`src/rtl/rsup_pkg.sv`:
```
package rsup_pkg;
  typedef enum logic [1:0] {
    WD_LONG  = 2'b00,
    WD_MID   = 2'b01,
    WD_SHORT = 2'b10,
    WD_OFF   = 2'b11
  } wd_sel_e;

  function automatic int unsigned max2(int unsigned a, int unsigned b);
    return (a > b) ? a : b;
  endfunction
endpackage

```
`src/rtl/rsup_kick_detect.sv`:
```
module rsup_kick_detect #(
  parameter int unsigned SYNC_STAGES = 2,
  parameter int unsigned MIN_LOW     = 3
) (
  input  logic clk_i,
  input  logic rst_ni,
  input  logic cs_ni,
  output logic kick_o
);
  localparam int unsigned CW = $clog2(MIN_LOW + 1);

  logic [SYNC_STAGES-1:0] sync_q;
  logic                   cs_d;
  logic [CW-1:0]          low_cnt;
  logic                   cs_s;

  assign cs_s = sync_q[SYNC_STAGES-1];

  always_ff @(posedge clk_i or negedge rst_ni) begin
    if (!rst_ni) sync_q <= '1;
    else         sync_q <= {sync_q[SYNC_STAGES-2:0], cs_ni};
  end

  always_ff @(posedge clk_i or negedge rst_ni) begin
    if (!rst_ni) begin
      cs_d    <= 1'b1;
      low_cnt <= '0;
    end else begin
      cs_d <= cs_s;
      if (cs_s)                         low_cnt <= '0;
      else if (low_cnt != CW'(MIN_LOW)) low_cnt <= low_cnt + 1'b1;
    end
  end

  // rising edge of the synchronized select, after a long enough low phase
  assign kick_o = cs_s & ~cs_d & (low_cnt >= CW'(MIN_LOW));
endmodule

```
`src/rtl/rsup_wdt.sv`:
```
module rsup_wdt
  import rsup_pkg::*;
#(
  parameter int unsigned P_SHORT = 60,
  parameter int unsigned P_MID   = 100,
  parameter int unsigned P_LONG  = 150
) (
  input  logic       clk_i,
  input  logic       rst_ni,
  input  logic       hold_i,
  input  logic [1:0] sel_i,
  input  logic       kick_i,
  output logic       expire_o
);
  localparam int unsigned PMAX = max2(max2(P_SHORT, P_MID), P_LONG);
  localparam int unsigned CW   = $clog2(PMAX + 1);

  logic [CW-1:0] cnt_q;
  logic [CW-1:0] limit;
  logic          enabled;

  always_comb begin
    unique case (wd_sel_e'(sel_i))
      WD_SHORT: limit = CW'(P_SHORT);
      WD_MID:   limit = CW'(P_MID);
      default:  limit = CW'(P_LONG);
    endcase
  end

  assign enabled  = (wd_sel_e'(sel_i) != WD_OFF);
  assign expire_o = enabled & ~hold_i & ~kick_i & (cnt_q == limit - 1'b1);

  always_ff @(posedge clk_i or negedge rst_ni) begin
    if (!rst_ni)                                   cnt_q <= '0;
    else if (hold_i || !enabled || kick_i || expire_o) cnt_q <= '0;
    else                                           cnt_q <= cnt_q + 1'b1;
  end
endmodule

```
`src/rtl/rsup_stretch.sv`:
```
module rsup_stretch
  import rsup_pkg::*;
#(
  parameter int unsigned POR_CYCLES  = 40,
  parameter int unsigned HOLD_CYCLES = 24
) (
  input  logic clk_i,
  input  logic rst_ni,
  input  logic low_i,
  input  logic wd_expire_i,
  output logic rst_o,
  output logic cause_wd_o
);
  localparam int unsigned CW = $clog2(max2(POR_CYCLES, HOLD_CYCLES) + 1);

  logic          active_q, por_q, cause_q;
  logic [CW-1:0] cnt_q;
  logic [CW-1:0] limit;

  assign limit = por_q ? CW'(POR_CYCLES) : CW'(HOLD_CYCLES);

  always_ff @(posedge clk_i or negedge rst_ni) begin
    if (!rst_ni) begin
      active_q <= 1'b1;
      por_q    <= 1'b1;
      cnt_q    <= '0;
      cause_q  <= 1'b0;
    end else if (low_i) begin
      active_q <= 1'b1;
      por_q    <= 1'b0;
      cnt_q    <= '0;
      cause_q  <= 1'b0;
    end else if (wd_expire_i) begin
      active_q <= 1'b1;
      por_q    <= 1'b0;
      cnt_q    <= '0;
      cause_q  <= 1'b1;
    end else if (active_q) begin
      if (cnt_q == limit - 1'b1) begin
        active_q <= 1'b0;
        cnt_q    <= '0;
      end else begin
        cnt_q <= cnt_q + 1'b1;
      end
    end
  end

  assign rst_o      = active_q;
  assign cause_wd_o = cause_q;
endmodule

```
`src/rtl/rst_supervisor.sv`:
```
module rst_supervisor #(
  parameter int unsigned POR_CYCLES  = 40,
  parameter int unsigned HOLD_CYCLES = 24,
  parameter int unsigned WD_SHORT    = 60,
  parameter int unsigned WD_MID      = 100,
  parameter int unsigned WD_LONG     = 150,
  parameter int unsigned KICK_MIN    = 3,
  parameter int unsigned SYNC_STAGES = 2
) (
  input  logic       clk_i,
  input  logic       rst_ni,
  input  logic       low_supply_i,
  input  logic       wdi_cs_ni,
  input  logic [1:0] wd_sel_i,
  output logic       sys_rst_o,
  output logic       sys_rst_no,
  output logic       cause_wd_o
);
  logic wd_kick;
  logic wd_expire;
  logic rst_q;

  rsup_kick_detect #(
    .SYNC_STAGES(SYNC_STAGES),
    .MIN_LOW    (KICK_MIN)
  ) u_kick (
    .clk_i (clk_i),
    .rst_ni(rst_ni),
    .cs_ni (wdi_cs_ni),
    .kick_o(wd_kick)
  );

  rsup_wdt #(
    .P_SHORT(WD_SHORT),
    .P_MID  (WD_MID),
    .P_LONG (WD_LONG)
  ) u_wdt (
    .clk_i   (clk_i),
    .rst_ni  (rst_ni),
    .hold_i  (rst_q),
    .sel_i   (wd_sel_i),
    .kick_i  (wd_kick),
    .expire_o(wd_expire)
  );

  rsup_stretch #(
    .POR_CYCLES (POR_CYCLES),
    .HOLD_CYCLES(HOLD_CYCLES)
  ) u_stretch (
    .clk_i      (clk_i),
    .rst_ni     (rst_ni),
    .low_i      (low_supply_i),
    .wd_expire_i(wd_expire),
    .rst_o      (rst_q),
    .cause_wd_o (cause_wd_o)
  );

  assign sys_rst_o  = rst_q;
  assign sys_rst_no = ~rst_q;
endmodule

```
`config.mk`:
```
export PLATFORM = sky130hd
export DESIGN_NAME = rst_supervisor
export DESIGN_NICKNAME = d
export VERILOG_FILES = /design/src/rtl/rsup_pkg.sv /design/src/rtl/rsup_kick_detect.sv /design/src/rtl/rsup_wdt.sv /design/src/rtl/rsup_stretch.sv /design/src/rtl/rst_supervisor.sv
export SDC_FILE = /design/constraint.sdc
export NUM_CORES = 1
export LEC_CHECK = 0
export ABC_AREA = 1
export BUFFER_PORTS_ARGS = -buffer_cell sky130_fd_sc_hd__buf_4
export CORE_AREA = 5 5 72 74
export CTS_CLUSTER_DIAMETER = 200
export DETAILED_ROUTE_END_ITERATION = 10
export DIE_AREA = 0 0 77 79
export PLACE_DENSITY_LB_ADDON = 0.2
export SYNTH_ARGS = -nofsm -noshare
export SYNTH_HDL_FRONTEND = slang
export SYNTH_SLANG_ARGS = --single-unit
```
`constraint.sdc`:
```
create_clock -name clk_i -period 1.6 [get_ports clk_i]
set_clock_uncertainty 0.1 [all_clocks]
set_input_delay 0.32 -clock clk_i [delete_from_list [all_inputs] [get_ports clk_i]]
set_output_delay 0.32 -clock clk_i [all_outputs]
set_load 0.01 [all_outputs]
```
* Yosys cells after proc, flatten, opt, wreduce, memory -nomap -nowiden
Cells that the tools add are included.
** Word-level totals
- Logic and storage cells :: 52
- Input bits :: 6
- Output and inout bits :: 3
- Bits in registers :: 22
** Cells by class
- Equal/unequal tests :: 6
- Add/subtract/negate cells :: 5
- Reduce and logical (&&, ||, !) cells :: 7
- Multiplexer cells :: 17
- Order comparisons :: 1
- Bitwise logic cells :: 8
** Operators with widths (number)
- $mux 6 :: 5
- $pmux 8 s2 :: 1
- $add 8x1->8 const B :: 1
- $eq 8x8->1 :: 1
- $mux 1 :: 8
- $mux 8 :: 1
- $sub 8x1->8 const B :: 1
- $add 6x1->6 const B :: 1
- $eq 6x6->1 :: 1
- $sub 6x1->6 const B :: 1
- $and 1x1->1 :: 5
- $mux 2 :: 2
- $ne 2x2->1 const B :: 2
- $reduce_bool 2->1 :: 2
- $logic_or 1x1->1 :: 3
- $not 1->1 :: 3
- $reduce_bool 3->1 :: 1
- $add 2x1->2 const B :: 1
- $eq 2x1->1 const B :: 1
- $eq 2x2->1 const B :: 1
- $ge 2x2->1 const B :: 1
- $logic_not 1->1 :: 1

* Longest topological paths before layout
- Depth after elaboration :: 8
- Mapped depth :: 10
- Gate-level depth less buffers :: 9

* Hierarchy
From an unflattened synthesis, not the netlist that was laid out.
** Unflattened totals
- Cell total of the unflattened synthesis :: 151
- Area, all modules :: 1189.9 µm²
** By module, submodules not included
- rsup_wdt :: instances 1, area an instance 526.8 µm², sequential area each 200.2 µm², cells an instance 72
- rsup_stretch :: instances 1, area an instance 471.7 µm², sequential area each 227.7 µm², cells an instance 61
- rsup_kick_detect :: instances 1, area an instance 187.7 µm², sequential area each 128.9 µm², cells an instance 17
- rst_supervisor :: instances 1, area an instance 3.8 µm², sequential area each 0.0 µm², cells an instance 1

* Worst setup path after synthesis
OpenSTA, ideal clock, no wires.
- Path kind :: input -> register
- From :: input port wd_sel_i[0]
- To :: register u_stretch.cnt_q[3]
- Arrival :: 1.264 ns
- Data required time :: 1.382 ns
- Stages :: 10
- Buffers on the path :: 1
- Path slack :: 0.118 ns
- Setup time :: 0.118 ns
- Cells stage by stage :: inv_1 > ha_1 > inv_1 > nand2_1 > nand2_1 > nor2_2 > nand3_2 > buf_6 > nand3_1 > nand2_1
** Between the ends
- Word-level cells in the longest chain between the ends :: 7
- Elaborated cells on any way between the ends :: 12
- Those cells by class :: 1 x add/sub; 4 x eq/ne; 3 x mux; 3 x bitwise; 1 x reduce/logical
** RTL lines
- start, declared :: RTL line rst_supervisor.sv:14 : input logic [1:0] wd_sel_i,
- $eq 2x1->1 / $eq 2x2->1 (equally long branches) :: RTL line rsup_wdt.sv:23 : unique case (wd_sel_e'(sel_i))
- $pmux 8 s2 :: RTL line rsup_wdt.sv:23
- $sub 8x1->8 :: RTL line rsup_wdt.sv:31 : assign expire_o = enabled & ~hold_i & ~kick_i & (cnt_q == limit - 1'b1);
- $eq 8x8->1 :: RTL line rsup_wdt.sv:31
- $and 1x1->1 (*) :: RTL line rsup_wdt.sv:31
- $mux 6 :: RTL line rsup_stretch.sv:33 : end else if (wd_expire_i) begin
- $mux 6 :: RTL line rsup_stretch.sv:28 : end else if (low_i) begin
- end signal, assigned :: RTL line rsup_stretch.sv:43 : cnt_q <= cnt_q + 1'b1;
- end, declared :: RTL line rsup_stretch.sv:17 : logic [CW-1:0] cnt_q;
Every way passes the cells marked *; elsewhere a longest branch is shown, timed or not.
A chain may end at the register's enable or synchronous reset.

* Worst setup path in the final report
- From :: register u_stretch.active_q, in the netlist u_stretch.rst_o
- To :: output port sys_rst_no
** Between the ends
- Word-level cells in the longest chain between the ends :: 1
** RTL lines
- start, declared :: RTL line rsup_stretch.sv:16 : logic active_q, por_q, cause_q;
- start signal, assigned :: RTL line rsup_stretch.sv:24 : active_q <= 1'b1;
- start signal, assigned :: RTL line rsup_stretch.sv:29 : active_q <= 1'b1;
- start signal, assigned :: RTL line rsup_stretch.sv:34 : active_q <= 1'b1;
- $not 1->1 :: RTL line rst_supervisor.sv:59 : assign sys_rst_no = ~rst_q;
- end, declared :: RTL line rst_supervisor.sv:16 : output logic sys_rst_no,
Every way passes these cells.

==> out/metrics.csv <==
stage,metric,value,unit
outcome,status,finished clean,
sta,RSZ-0062 raised after global routing,no,
sta,Max Freq,689,MHz
floorplan,Die Y,79,um
synth,share of the synthesized area in the top cell type,0.355,
layout,ANT cells,0,
global_route,pin count of the biggest net entering global routing,23,
route,WL/cell,10.3,um
clock_tree,H-tree levels,1,
floorplan,DIE WIDTH,77,um
synth,"Seq/Total Area, Yosys",0.465,
synth,Synth Cell Area,1200,um^2
clock_tree,clk slew on worst S/H paths,0.08,ns
critical_path,crit path DAT,1.03,ns
synth,Synthesized Nets,161,
route,# DRC,0,
synth,Synth Flop Type,dfrtp_1,
synth,#FFs+latches synth,22,
route,Final ANT Viol Nets,0,
synth,Post-synth EDFFs,0,
route,DRT Pass-1 Iters,4,
clock_tree,CTS Sinks,22,
clock_tree,CTS max path bufs,2,
sta,relative slew slack,0.796,
critical_path,worst endpoint required time,1.18,ns
route,via count,920,
sta,Final Hold Slack,0.0581,ns
synth,Netlist cell types,18,
pwr,internal power,0.806,mW
critical_path,Setup crit end kind,primary output,
layout,fin cells,217,
clock_tree,"Clk Latency, worst-skew pair",0.26,ns
synth,dominant cell type by area after synthesis,dfrtp_1,
route,final WL,2.24,mm
critical_path,Worst Setup Start Kind,register,
placement,pre-CTS setup slack,-0.164,ns
floorplan,area of the die,6080,um^2
floorplan,cell row count,25,
route,DR vias/cell,4.24,
synth,Post-Syn Instances,149,
flow_run,MaxCap Viol Count,0,
clock_tree,CTS Buf Count,3,
sta,Final Hold Fails,0,
sta,Max Slew Vio Count,0,
critical_path,Crit Path Category,register to primary output,
pwr,Clock power frac,0.339,
sta,setup ws final,0.148,ns
synth,Area contributors post-synth,"dfrtp_1 35%, nand2_1 12%, dfstp_2 11%",
layout,layout cell share with drive strength beyond 1,0.172,
placement,port bufs,8,
global_route,GR Util All Layers,0.0815,
sta,Final Cycle Share,0.907,
global_route,aggregate global routing overflow,0,
layout,fin nets,176,
global_route,first-pass GRT wire length,4.08,mm
sta,final setup violation count,0,
hold_path,Hold Crit Class,input port to register,
synth,ys async rst share,1.00,
route,First DRT Iteration DRCs,58,
pwr,VDD IR max,0.407,mV
floorplan,Core ar.,4540,um^2
pwr,Comb pwr share,0.096,
global_route,vias in the first global route,882,
clock_tree,Root Buffer,clkbuf_8,
pwr,Psw,0.257,mW
pwr,Seq pwr share,0.564,
pwr,power consumption,1.06,mW
placement,Cells after DPL,212,
placement,RePlAce Congestion,0.763,
floorplan,Starting Density,0.264,
layout,FILL cells,476,
critical_path,crit-path max FO,6,
sta,minimum clock period,1.45,ns
pwr,Sw Share,0.242,
synth,top-count cell post-synth,nand2_1,
placement,DP HPWL,1.67,mm
synth,post-synthesis average cell area,8.04,um^2
synth,Synth warnings,0,
pwr,PD cells,751,nW/um^2
floorplan,I/O Pins,9,
clock_tree,CTS tree,done,
sta,worst slew pin tran,0.305,ns
synth,Post-synth top cells,"39 x nand2_1, 27 x inv_1, 17 x dfrtp_1",
global_route,initial antenna violation count,0,
layout,Syn-to-layout area delta,18.1,%
pwr,P_leak,0.667,nW
cell type report:
class / count / area, um^2 / share of cell area
multi-input combinational: 99 / 559 / 0.395
sequential: 22 / 557 / 0.393
inverter: 27 / 101 / 0.0716
timing repair buffer: 11 / 85.1 / 0.0601
tap: 54 / 67.6 / 0.0477
clock buffer: 4 / 45.0 / 0.0318
per-stage QoR:
| stage | TNS, ns | cell area, um^2 | util |
|---|---|---|---|
| global placement | -0.750 | 1330 | 0.293 |
| finish | 0 | 1420 | 0.312 |
| floorplan | 0 | 1200 | - |
| detailed placement | -1.25 | 1330 | 0.293 |
| global route | 0 | 1420 | 0.312 |
| CTS | 0 | 1390 | 0.305 |
kinds of logic after synthesis:
logic type,after synthesis,synth area share
buffers and inverters,28,0.0939
adder cells (fa/ha/maj),6,0.0626
flip-flops,22,0.465
XOR/XNOR,5,0.0365
AND/OR/NAND/NOR,83,0.312
AO/OA/AOI/OAI,5,0.0303
power by group through the flow:
stage | registers, mW | clock network (mW) | logic, mW
2_1_floorplan | 0.607 | 0 | 0.0617
3_3_place_gp | 0.609 | 0 | 0.0959
3_5_place_dp | 0.611 | 0 | 0.101
4_1_cts | 0.600 | 0.379 | 0.102
5_1_grt | 0.604 | 0.403 | 0.121
6_report | 0.600 | 0.361 | 0.102
layer usage:
layer	GRT usage	wire, um
met5	0	0
met4	0.0206	19
met2	0.126	978
met1	0.109	1120
met3	0.0283	123
cells in the final DEF, fill, tap and decap left out:
cell	n
ha_1	5
o21ai_0	2
nand2_4	1
xor2_1	5
nand3_1	12
dfstp_2	5
a21oi_1	2
nand2_1	39
dlygate4sd3_1	1
nor3b_2	2
nor2_1	15
a21oi_4	1
inv_1	27
nor3b_1	2
nor2_2	3
buf_4	10
dfrtp_1	17
clkbuf_8	3
nand3_4	1
nor3_1	2
ha_2	1
nor3_2	1
nand4_1	5
clkbuf_1	1
registers in the layout, summed over array words and instances (netlist names):
| register | count |
|---|---|
| u_wdt.cnt_q | 8 |
| u_stretch.cnt_q | 6 |
| u_kick.low_cnt | 2 |
| u_kick.sync_q | 2 |
| u_kick.cs_d | 1 |
| u_stretch.cause_wd_o | 1 |
| u_stretch.por_q | 1 |
| u_stretch.rst_o | 1 |
worst max-delay path, cell delays in order (launching register included):
cell and delay (ns):
dfstp_2 0.59, inv_1 0.05, buf_4 0.13
worst paths after layout:
| check | start | endpoint | slack [ns] | depth (start not counted) |
|---|---|---|---|---|
| worst min-delay path | wdi_cs_ni | u_kick.sync_q[0]$_DFF_PN1_ | 0.06 | 1 |
| worst max register to register | u_kick.low_cnt[0]$_DFFE_PN0P_ | u_wdt.cnt_q[4]$_DFF_PN0_ | 0.16 | 7 |
| min in group asynchronous | rst_ni | u_kick.low_cnt[1]$_DFFE_PN0P_ | 0.39 | 2 |
| worst min register to register | u_kick.sync_q[0]$_DFF_PN1_ | u_kick.sync_q[1]$_DFF_PN1_ | 0.26 | 0 |
| worst max-delay path | u_stretch.rst_o$_DFF_PN1_ | sys_rst_no | 0.15 | 2 |
| max in group asynchronous | rst_ni | u_stretch.por_q$_DFFE_PN1P_ | 0.73 | 2 |
repair_timing:
action,4_1_cts,5_1_grt
setup endpoints to repair,0,14
setup buffers,0,0
resized for setup,0,6
hold endpoints to repair,17,0
hold buffers,1,0
No activity file was read; power rests on OpenSTA's default activity.
